--- src/rtl/flash_cmd_pkg.sv ---
package flash_cmd_pkg;

  typedef enum logic [3:0] {
    OP_NONE      = 4'd0,
    OP_RESET     = 4'd1,
    OP_AUTOSEL   = 4'd2,
    OP_PROGRAM   = 4'd3,
    OP_BUFWORD   = 4'd4,
    OP_BUFCOMMIT = 4'd5,
    OP_CHIPERASE = 4'd6,
    OP_SECTERASE = 4'd7,
    OP_SUSPEND   = 4'd8,
    OP_RESUME    = 4'd9,
    OP_CFI       = 4'd10,
    OP_BYPENTER  = 4'd11,
    OP_BYPEXIT   = 4'd12,
    OP_BYPPROG   = 4'd13
  } opCode_e;

  typedef enum logic [2:0] {
    MODE_READ     = 3'd0,
    MODE_AUTOSEL  = 3'd1,
    MODE_BYPASS   = 3'd2,
    MODE_SUSPEND  = 3'd3,
    MODE_BUFLOAD  = 3'd4,
    MODE_BUFABORT = 3'd5,
    MODE_CFI      = 3'd6
  } mode_e;

  typedef enum logic [3:0] {
    ST_IDLE, ST_UNL1, ST_UNL2, ST_PROGDATA, ST_ERS, ST_ERSUNL1, ST_ERSUNL2,
    ST_BUFCNT, ST_BUFWORD, ST_BUFCOMMIT, ST_BYPDATA, ST_BYPEXIT
  } step_e;

  // Decoded compare results of one host write.
  typedef struct packed {
    logic at555, at2AA;
    logic dAA, d55, dA0, d80, d10, d30, d90, d20, d25, d29, d98, dF0, dB0, d00;
  } cmdMatch_t;

  // Strobes from control to datapath.
  typedef struct packed {
    logic    fire;
    opCode_e code;
    logic    useSector;
    logic    useCount;
    logic    latchSector;
    logic    loadCount;
    logic    decCount;
    logic    latchPage;
  } ctrlStrobe_t;

endpackage

--- src/rtl/flash_cmd_match.sv ---
module flash_cmd_match
  import flash_cmd_pkg::*;
(
  input  logic [11:0] addrLow,
  input  logic [7:0]  dataLow,
  output cmdMatch_t   m
);
  always_comb begin
    m.at555 = (addrLow == 12'h555);
    m.at2AA = (addrLow == 12'h2AA);
    m.dAA   = (dataLow == 8'hAA);
    m.d55   = (dataLow == 8'h55);
    m.dA0   = (dataLow == 8'hA0);
    m.d80   = (dataLow == 8'h80);
    m.d10   = (dataLow == 8'h10);
    m.d30   = (dataLow == 8'h30);
    m.d90   = (dataLow == 8'h90);
    m.d20   = (dataLow == 8'h20);
    m.d25   = (dataLow == 8'h25);
    m.d29   = (dataLow == 8'h29);
    m.d98   = (dataLow == 8'h98);
    m.dF0   = (dataLow == 8'hF0);
    m.dB0   = (dataLow == 8'hB0);
    m.d00   = (dataLow == 8'h00);
  end
endmodule

--- src/rtl/flash_cmd_ctrl.sv ---
module flash_cmd_ctrl
  import flash_cmd_pkg::*;
(
  input  logic        clk,
  input  logic        rstN,
  input  logic        wrEn,
  input  logic        busy,
  input  logic        eraseRun,
  input  cmdMatch_t   m,
  input  logic        countZero,
  input  logic        pageOk,
  input  logic        countBig,
  output ctrlStrobe_t strb,
  output logic [2:0]  mode
);
  step_e stepQ, stepD;
  mode_e baseQ, baseD;
  logic  payload;
  logic  inBuf;

  always_comb begin
    stepD   = stepQ;
    baseD   = baseQ;
    strb    = '0;
    payload = (stepQ == ST_PROGDATA) || (stepQ == ST_BUFCNT) ||
              (stepQ == ST_BUFWORD)  || (stepQ == ST_BYPDATA);
    if (wrEn) begin
      if (eraseRun && m.dB0) begin
        strb.fire = 1'b1; strb.code = OP_SUSPEND;
        baseD = MODE_SUSPEND; stepD = ST_IDLE;
      end else if (busy) begin
        stepD = stepQ;
      end else if (baseQ == MODE_CFI || baseQ == MODE_AUTOSEL || baseQ == MODE_BUFABORT) begin
        if (m.dF0) begin
          strb.fire = 1'b1; strb.code = OP_RESET; baseD = MODE_READ;
        end else if (baseQ == MODE_AUTOSEL && m.d98 && m.at555) begin
          strb.fire = 1'b1; strb.code = OP_CFI; baseD = MODE_CFI;
        end
      end else if (!payload && m.dF0) begin
        strb.fire = 1'b1; strb.code = OP_RESET; stepD = ST_IDLE;
        baseD = (baseQ == MODE_SUSPEND) ? MODE_SUSPEND : MODE_READ;
      end else begin
        stepD = ST_IDLE;
        case (stepQ)
          ST_IDLE: begin
            if (baseQ == MODE_BYPASS) begin
              if (m.dA0)      stepD = ST_BYPDATA;
              else if (m.d90) stepD = ST_BYPEXIT;
            end else if (m.dAA && m.at555) begin
              stepD = ST_UNL1;
            end else if (baseQ == MODE_READ && m.d98 && m.at555) begin
              strb.fire = 1'b1; strb.code = OP_CFI; baseD = MODE_CFI;
            end else if (baseQ == MODE_SUSPEND && m.d30) begin
              strb.fire = 1'b1; strb.code = OP_RESUME; baseD = MODE_READ;
            end
          end
          ST_UNL1: if (m.d55 && m.at2AA) stepD = ST_UNL2;
          ST_UNL2: begin
            if (m.dA0 && m.at555) stepD = ST_PROGDATA;
            else if (baseQ == MODE_READ) begin
              if (m.d80 && m.at555) stepD = ST_ERS;
              else if (m.d90 && m.at555) begin
                strb.fire = 1'b1; strb.code = OP_AUTOSEL; baseD = MODE_AUTOSEL;
              end else if (m.d20 && m.at555) begin
                strb.fire = 1'b1; strb.code = OP_BYPENTER; baseD = MODE_BYPASS;
              end else if (m.d25) begin
                strb.latchSector = 1'b1; stepD = ST_BUFCNT;
              end
            end
          end
          ST_PROGDATA: begin strb.fire = 1'b1; strb.code = OP_PROGRAM; end
          ST_ERS:      if (m.dAA && m.at555) stepD = ST_ERSUNL1;
          ST_ERSUNL1:  if (m.d55 && m.at2AA) stepD = ST_ERSUNL2;
          ST_ERSUNL2: begin
            if (m.d10 && m.at555) begin
              strb.fire = 1'b1; strb.code = OP_CHIPERASE;
            end else if (m.d30) begin
              strb.fire = 1'b1; strb.code = OP_SECTERASE;
            end
          end
          ST_BUFCNT: begin
            if (countBig) baseD = MODE_BUFABORT;
            else begin strb.loadCount = 1'b1; stepD = ST_BUFWORD; end
          end
          ST_BUFWORD: begin
            if (!pageOk) baseD = MODE_BUFABORT;
            else begin
              strb.fire = 1'b1; strb.code = OP_BUFWORD; strb.latchPage = 1'b1;
              if (countZero) stepD = ST_BUFCOMMIT;
              else begin strb.decCount = 1'b1; stepD = ST_BUFWORD; end
            end
          end
          ST_BUFCOMMIT: begin
            if (m.d29) begin
              strb.fire = 1'b1; strb.code = OP_BUFCOMMIT;
              strb.useSector = 1'b1; strb.useCount = 1'b1;
            end else baseD = MODE_BUFABORT;
          end
          ST_BYPDATA: begin strb.fire = 1'b1; strb.code = OP_BYPPROG; end
          ST_BYPEXIT: begin
            if (m.d00) begin
              strb.fire = 1'b1; strb.code = OP_BYPEXIT; baseD = MODE_READ;
            end
          end
          default: stepD = ST_IDLE;
        endcase
      end
    end
  end

  always_ff @(posedge clk or negedge rstN) begin
    if (!rstN) begin
      stepQ <= ST_IDLE;
      baseQ <= MODE_READ;
    end else begin
      stepQ <= stepD;
      baseQ <= baseD;
    end
  end

  assign inBuf = (stepQ == ST_BUFCNT) || (stepQ == ST_BUFWORD) || (stepQ == ST_BUFCOMMIT);
  assign mode  = inBuf ? MODE_BUFLOAD : baseQ;
endmodule

--- src/rtl/flash_cmd_dp.sv ---
module flash_cmd_dp
  import flash_cmd_pkg::*;
#(
  parameter int ADDR_W    = 24,
  parameter int DATA_W    = 16,
  parameter int BUF_WORDS = 32
) (
  input  logic              clk,
  input  logic              rstN,
  input  logic [ADDR_W-1:0] wrAddr,
  input  logic [DATA_W-1:0] wrData,
  input  ctrlStrobe_t       strb,
  output logic              countZero,
  output logic              pageOk,
  output logic              countBig,
  output logic              opValid,
  output logic [3:0]        opCode,
  output logic [ADDR_W-1:0] opAddr,
  output logic [DATA_W-1:0] opData
);
  localparam int CNT_W  = (BUF_WORDS > 1) ? $clog2(BUF_WORDS) : 1;
  localparam int PAGE_W = ADDR_W - CNT_W;

  logic [ADDR_W-1:0] sectorQ;
  logic [CNT_W-1:0]  totalQ, remainQ;
  logic [PAGE_W-1:0] pageQ;
  logic              pageValidQ;
  opCode_e           opCodeQ;

  assign countBig  = (wrData >= DATA_W'(BUF_WORDS));
  assign countZero = (remainQ == '0);
  assign pageOk    = !pageValidQ || (wrAddr[ADDR_W-1:CNT_W] == pageQ);

  always_ff @(posedge clk or negedge rstN) begin
    if (!rstN) begin
      opValid    <= 1'b0;
      opCodeQ    <= OP_NONE;
      opAddr     <= '0;
      opData     <= '0;
      sectorQ    <= '0;
      totalQ     <= '0;
      remainQ    <= '0;
      pageQ      <= '0;
      pageValidQ <= 1'b0;
    end else begin
      opValid <= strb.fire;
      if (strb.fire) begin
        opCodeQ <= strb.code;
        opAddr  <= strb.useSector ? sectorQ : wrAddr;
        opData  <= strb.useCount ? DATA_W'(totalQ) : wrData;
      end
      if (strb.latchSector) sectorQ <= wrAddr;
      if (strb.loadCount) begin
        totalQ     <= wrData[CNT_W-1:0];
        remainQ    <= wrData[CNT_W-1:0];
        pageValidQ <= 1'b0;
      end
      if (strb.decCount) remainQ <= remainQ - 1'b1;
      if (strb.latchPage) begin
        pageQ      <= wrAddr[ADDR_W-1:CNT_W];
        pageValidQ <= 1'b1;
      end
    end
  end

  assign opCode = opCodeQ;
endmodule

--- src/rtl/flash_cmd_dec.sv ---
module flash_cmd_dec
  import flash_cmd_pkg::*;
#(
  parameter int ADDR_W    = 24,
  parameter int DATA_W    = 16,
  parameter int BUF_WORDS = 32
) (
  input  logic              clk,
  input  logic              rstN,
  input  logic              wrEn,
  input  logic [ADDR_W-1:0] wrAddr,
  input  logic [DATA_W-1:0] wrData,
  input  logic              busy,
  input  logic              eraseRun,
  output logic              opValid,
  output logic [3:0]        opCode,
  output logic [ADDR_W-1:0] opAddr,
  output logic [DATA_W-1:0] opData,
  output logic [2:0]        mode
);
  cmdMatch_t   match;
  ctrlStrobe_t strb;
  logic        countZero, pageOk, countBig;

  flash_cmd_match match_i (
    .addrLow (wrAddr[11:0]),
    .dataLow (wrData[7:0]),
    .m       (match)
  );

  flash_cmd_ctrl ctrl_i (
    .clk       (clk),
    .rstN      (rstN),
    .wrEn      (wrEn),
    .busy      (busy),
    .eraseRun  (eraseRun),
    .m         (match),
    .countZero (countZero),
    .pageOk    (pageOk),
    .countBig  (countBig),
    .strb      (strb),
    .mode      (mode)
  );

  flash_cmd_dp #(
    .ADDR_W    (ADDR_W),
    .DATA_W    (DATA_W),
    .BUF_WORDS (BUF_WORDS)
  ) dp_i (
    .clk       (clk),
    .rstN      (rstN),
    .wrAddr    (wrAddr),
    .wrData    (wrData),
    .strb      (strb),
    .countZero (countZero),
    .pageOk    (pageOk),
    .countBig  (countBig),
    .opValid   (opValid),
    .opCode    (opCode),
    .opAddr    (opAddr),
    .opData    (opData)
  );
endmodule

--- config.mk ---
export PLATFORM = sky130hd
export DESIGN_NAME = flash_cmd_dec
export DESIGN_NICKNAME = d
export VERILOG_FILES = /design/src/rtl/flash_cmd_pkg.sv /design/src/rtl/flash_cmd_match.sv /design/src/rtl/flash_cmd_ctrl.sv /design/src/rtl/flash_cmd_dp.sv /design/src/rtl/flash_cmd_dec.sv
export SDC_FILE = /design/constraint.sdc
export NUM_CORES = 1
export LEC_CHECK = 0
export ABC_AREA = 1
export CORE_ASPECT_RATIO = 0.9
export CORE_UTILIZATION = 45
export DETAILED_ROUTE_END_ITERATION = 10
export PLACE_DENSITY = 0.67
export SYNTH_ARGS = -nofsm -noshare
export SYNTH_HDL_FRONTEND = slang
export SYNTH_SLANG_ARGS = --single-unit
--- constraint.sdc ---
create_clock -name clk -period 2.4 [get_ports clk]
set_input_delay 0.48 -clock clk [delete_from_list [all_inputs] [get_ports clk]]
set_output_delay 0.48 -clock clk [all_outputs]
set_load 0.01 [all_outputs]
# After elaboration in Yosys (flattened, before gate mapping)
# Index checks and enable logic that the tools add are counted.
# totals
ff_bits	106
elab_cells	179
# classes
n_addsub	1
order_cmp	1
eq_ne	46
n_mux	87
reduce_logical	33
# op_table
operator	n
$mux W5	20
$mux W3	24
$eq A8 B8 Y1 const B	7
$mux W4	13
$pmux W5 S8	1
$eq A8 B6 Y1 const B	4
$pmux W4 S7	1
$ne A5 B2 Y1 const B	5
$mux W24	1
$mux W11	2
$eq A19 B19 Y1	1
$mux W6	3
$pmux W3 S6	1
$eq A4 B3 Y1 const B	4
$eq A4 B4 Y1 const B	4
$ge A16 B6 Y1 const B	1
$mux W16	1
$reduce_and A15 Y1	1
$logic_and A1 B1 Y1	14
$mux W1	14
$eq A12 B10 Y1 const B	1
$eq A12 B11 Y1 const B	1
$ne A6 B1 Y1 const B	2
$mux W2	5
other kinds (22)	37

# Logic depth before layout (Yosys ltp)
# depth
ltp_word	15
depth_mapped	16

# Cells and area by module
# A second synthesis with hierarchy kept.
# unflattened
hier_cells	816
hier_area_um2	5943.2
# modules_own_cells
mod	n_inst	cells_per_inst	area_per_inst_um2	seq_area_each_um2
flash_cmd_dp	1	528	4448.0	2477.4
flash_cmd_ctrl	1	215	1176.1	175.2
flash_cmd_match	1	73	319.1	0.0

# Worst setup path after synthesis
# No wires, ideal clock.
# synth_path
kind	input -> register
start	in wrData[1]
end	reg dp_i.opCodeQ[0] (netlist: dp_i.opCode[0])
arrival_ns	1.866
required_ns	2.280
path_slack_ns	0.413
stages	15
path_buffers	1
path_cell_list	nor2_2 > nand3_4 > nor2_4 > inv_2 > nor2_4 > nand3_4 > nand2_4 > inv_2 > nand3_2 > nand2_2 > nand2_4 > nand2_4 > buf_6 > nand2_1 > nand2_1
# synth_between
elab_chain_cells	13
word_cells_on_any_way	46
cone_classes	eq/ne (11); mux (21); reduce/logical (14)
# synth_lines
item	line_no	source
from (decl)	flash_cmd_dec.sv:12	input logic [DATA_W-1:0] wrData,
$eq A8 B6 Y1	flash_cmd_match.sv:18	m.d20 = (dataLow == 8'h20);
$logic_and A1 B1 Y1	flash_cmd_ctrl.sv:64	end else if (m.d20 && m.at555) begin
$mux W5	flash_cmd_ctrl.sv:64	
$mux W5	flash_cmd_ctrl.sv:62	else if (m.d90 && m.at555) begin
$mux W5	flash_cmd_ctrl.sv:61	if (m.d80 && m.at555) stepD = ST_ERS;
$mux W5	flash_cmd_ctrl.sv:60	else if (baseQ == MODE_READ) begin
$mux W5	flash_cmd_ctrl.sv:59	if (m.dA0 && m.at555) stepD = ST_PROGDATA;
$pmux W5 S8	flash_cmd_ctrl.sv:44	case (stepQ)
$mux W5	flash_cmd_ctrl.sv:39	end else if (!payload && m.dF0) begin
$mux W5	flash_cmd_ctrl.sv:33	end else if (baseQ == MODE_CFI || baseQ == MODE_AUTOSEL || baseQ == MODE_BUFABORT) begin
$mux W11	flash_cmd_ctrl.sv:31	end else if (busy) begin
$mux W5 (*)	flash_cmd_ctrl.sv:28	if (eraseRun && m.dB0) begin
$mux W11 (*)	flash_cmd_ctrl.sv:27	if (wrEn) begin
to (signal assigned)	flash_cmd_dp.sv:48	opCodeQ <= strb.code;
to (decl)	flash_cmd_dp.sv:28	opCode_e opCodeQ;
# Every way passes the cells marked *; elsewhere a longest branch is shown, timed or not.
# A chain may end at the register's enable or synchronous reset.

# Worst setup path after layout
# layout_path
start	in wrData[5]
end	reg dp_i.opAddr[21]
# layout_between
elab_chain_cells	13
word_cells_on_any_way	51
cone_classes	eq/ne (11); mux (26); reduce/logical (14)
# layout_lines
item	line_no	source
$eq A8 B6 Y1	flash_cmd_match.sv:18	
$logic_and A1 B1 Y1	flash_cmd_ctrl.sv:64	
$mux W5	flash_cmd_ctrl.sv:64	
$mux W5	flash_cmd_ctrl.sv:62	
$mux W5	flash_cmd_ctrl.sv:61	
$mux W5	flash_cmd_ctrl.sv:60	
$mux W5	flash_cmd_ctrl.sv:59	
$pmux W5 S8	flash_cmd_ctrl.sv:44	
$mux W5	flash_cmd_ctrl.sv:39	
$mux W5	flash_cmd_ctrl.sv:33	
$mux W11	flash_cmd_ctrl.sv:31	
$mux W5	flash_cmd_ctrl.sv:28	
$mux W11 (*)	flash_cmd_ctrl.sv:27	
to (signal assigned)	flash_cmd_dp.sv:49	opAddr <= strb.useSector ? sectorQ : wrAddr;
to (decl)	flash_cmd_dp.sv:18	output logic [ADDR_W-1:0] opAddr,
# Marked as above.

==> flow_summary.json <==
{
  "cp_slowest_cell": "clkdlybuf4s50_1",
  "ys.warnings.count": 0,
  "critPathRequiredTime_ns": 2.70,
  "grt_use_total": 0.2846,
  "ys_ff_latch": 106,
  "setup_slack_ns": 0.08611,
  "arrival_ns": 2.62,
  "layout_commonest_cell": "nand2_1",
  "clk_pin_slew_ns": 0.08,
  "grt_antenna_before_repair": 0,
  "status": "finished, final reports clean",
  "cp-start-kind": "input port",
  "path_max_fanout": 8,
  "setup_viol": 0,
  "synth_cell_types": 39,
  "ir_worst_vdd_v": 0.0004134,
  "clk_path_buf_depth": 2,
  "p_leak_nw": 4.291,
  "hold_buffers": 0,
  "final_cell_mix": "nand2_1 (280), buf_4 (116), dfrtp_1 (105)",
  "r2r-end": "dp_i.opAddr[19]$_DFFE_PN0P_",
  "reg2reg_slack_ns": 0.13,
  "remaining_drc_errors": 0,
  "hold_viol": 0,
  "dr.first_iter.drc_count": 669,
  "grt_pass1_vias": 5704,
  "rows": 39,
  "hold_ws_ns": 0.01467,
  "drtPass1Iterations": 6,
  "ff2ff_path_depth": 14,
  "synth_top_area_frac": 0.4451,
  "drt-wirelength-per-cell_um": 15.50,
  "die_area_um2": 13710,
  "io-pin-count": 93,
  "routed_via_density": 5.205,
  "dr_total_vias": 6246,
  "p_per_area_nw_per_um2": 758.9,
  "maxSlewHeadroom": 0.6583,
  "drt_wl_total_um": 18600,
  "worstPathCellList": "clkdlybuf4s50_1 -> nand2_1 -> nor2_4 -> inv_2 -> nor2_4 -> nand3_4 -> nand2_4 -> nor3_4 -> buf_4 -> clkbuf_16 -> o21ai_1 -> nand3_1 -> nand2_1",
  "chipHeight_um": 111.2,
  "path_class": "in -> reg",
  "period_share": 0.9641,
  "final_max_slew_viol_count": 0,
  "synth_area_um2": 5959,
  "finalNonFillerCells": 1200,
  "placedCellCount": 1173,
  "clock-sinks": 106,
  "cts_buffers": 9,
  "grt_overflow": 0,
  "antenna_left": 0,
  "ys_top_cells_by_area": "dfrtp_1 (45%), nand2_1 (18%), nand3_1 (6.5%), o21ai_0 (6.3%), inv_1 (5.5%)",
  "area_delta_synth_final_pct": 41.13,
  "fmax_mhz": 432.2,
  "worst_setup_path_end_kind": "register",
  "synth_area_per_cell_um2": 7.163,
  "drive_gt1_frac": 0.1902,
  "grt_max_degree": 60,
  "gp_congestion": 0.9166,
  "io_buffer_count": 92,
  "pre_cts_ws_ns": -0.4334,
  "htreeDepth": 3,
  "fp.coreArea_um2": 12780,
  "setup_tns_ns": 0,
  "hold_path.class": "in -> async",
  "cts_tree": "done",
  "fin_crit_ns": 2.314,
  "root_buffer": "clkbuf_16",
  "final_nets": 1077,
  "clock_skew_ns": 0.01022,
  "grt_pass1_wl_um": 29900,
  "seq_area_frac_synth": 0.4451,
  "place_hpwl_um": 14180,
  "initial_core_util": 0.4661,
  "max_cap_viol_count": 0,
  "synth.net_count": 878,
  "crit_family": "buffers and inverters",
  "cpPeakStageDelay_ns": 0.57,
  "syn_inst": 832,
  "worstMarginPinSlew_ns": 0.5126,
  "antenna_cells": 0,
  "clkLatencyLatePin_ns": 0.36,
  "utilization": 0.6579,
  "die_width_um": 123.3,
  "netlist.top_cell.by_area": "dfrtp_1",
  "fillerInstances": 1091,
  "critPathBufInv": 4,
  "timing.rr.start": "ctrl_i.stepQ[2]$_DFFE_PN0P_"
}
timing repair:
| action | 4_1_cts | 5_1_grt |
|---|---|---|
| gates cloned | 0 | 1 |
| buffers inserted | 4 | 6 |
| resized for setup | 17 | 36 |
| pin swaps | 3 | 17 |
| endpoints found under the setup margin | 42 | 59 |
cells by family (layout without fill, tap and decap cells):
logic type,after synthesis,in the layout,synth area share
compound gates,114,114,0.1014
fa+ha+maj,1,1,0.002099
buf+inv,122,326,0.08671
flops,106,106,0.4451
xor+xnor,6,6,0.008818
simple gates,483,483,0.3559
registers in the layout, summed over array words and instances (netlist names):
signal,flops
ctrl_i.baseQ,3
dp_i.opAddr,24
dp_i.sectorQ,24
dp_i.opCode,4
dp_i.remainQ,5
dp_i.pageQ,19
dp_i.opData,16
ctrl_i.stepQ,4
dp_i.totalQ,5
dp_i.pageValidQ,1
dp_i.opValid,1
metrics by stage:
step,power (W),cell area (um2)
3_3_place_gp,0.004819,7883
3_5_place_dp,0.004891,7883
6_report,0.006383,8411
2_1_floorplan,0.003648,5959
5_1_grt,0.006828,8411
4_1_cts,0.006397,8234
how the worst max path moves through the flow:
stage,from,endpoint,slack (ns),depth (start not counted)
2_1_floorplan,wrData[1],dp_i.opCode[0]$_DFFE_PN0P_,0.41,15
3_3_place_gp,wrData[4],ctrl_i.baseQ[0]$_DFFE_PN0P_,-0.45,13
3_5_place_dp,wrData[4],dp_i.opAddr[14]$_DFFE_PN0P_,-0.43,12
4_1_cts,wrData[0],ctrl_i.baseQ[0]$_DFFE_PN0P_,-0.0002,15
5_1_grt,wrData[5],dp_i.opAddr[12]$_DFFE_PN0P_,-0.004,16
6_report,wrData[5],dp_i.opAddr[21]$_DFFE_PN0P_,0.09,13
power by group:
part | switching, W | internal (W) | total [W]
Clock | 0.000739 | 0.000733 | 0.00147
Sequential | 0.000335 | 0.00229 | 0.00263
Combinational | 0.00114 | 0.00115 | 0.00228
Total | 0.00221 | 0.00417 | 0.00638
synthesized netlist by cell type:
cell type  instances
nand4_1           18
nor3_4             1
o21ai_0           75
nor3b_1            1
a21oi_2            1
nor2_1            68
a21oi_1           10
nand2_4            3
o2111ai_1          2
ha_1               1
o21ai_1           18
nor3_2             1
nand3_1           77
o211ai_1           4
nand3_4            2
xor2_1             1
or3_1              1
buf_4              5
a31oi_1            1
buf_1              3
nor2_2             9
clkbuf_1          10
nand3b_2           1
nand3_2            1
nor3_1             7
inv_2              5
nand2_1          283
a21boi_1           1
buf_6              4
a2111oi_0          1
nor2_4             4
nand2_2            2
xnor2_1            5
nor4_1             3
inv_1             87
dfrtp_1          106
o211a_1            1
nand3b_1           1
buf_2              8
cell type report:
type                    count  area, um2  area share
inverters                  92      347.8     0.04136
clock buffers               9      225.2     0.02678
multi-input cells         604       2887      0.3432
flip-flops and latches    106       2654      0.3155
well taps                 164      205.2     0.02440
repair buffers            218       2016      0.2397
clock inverters             7      76.32    0.009075
layer usage:
layer / wire length [um] / global-route usage / part of all wire
met3: 1361 / 0.05350 / 0.073
met1: 9139 / 0.4519 / 0.49
met4: 206 / 0.06506 / 0.011
met2: 7897 / 0.3933 / 0.42
met5: 0 / 0 / 0
(Power assumes the default switching activity.)
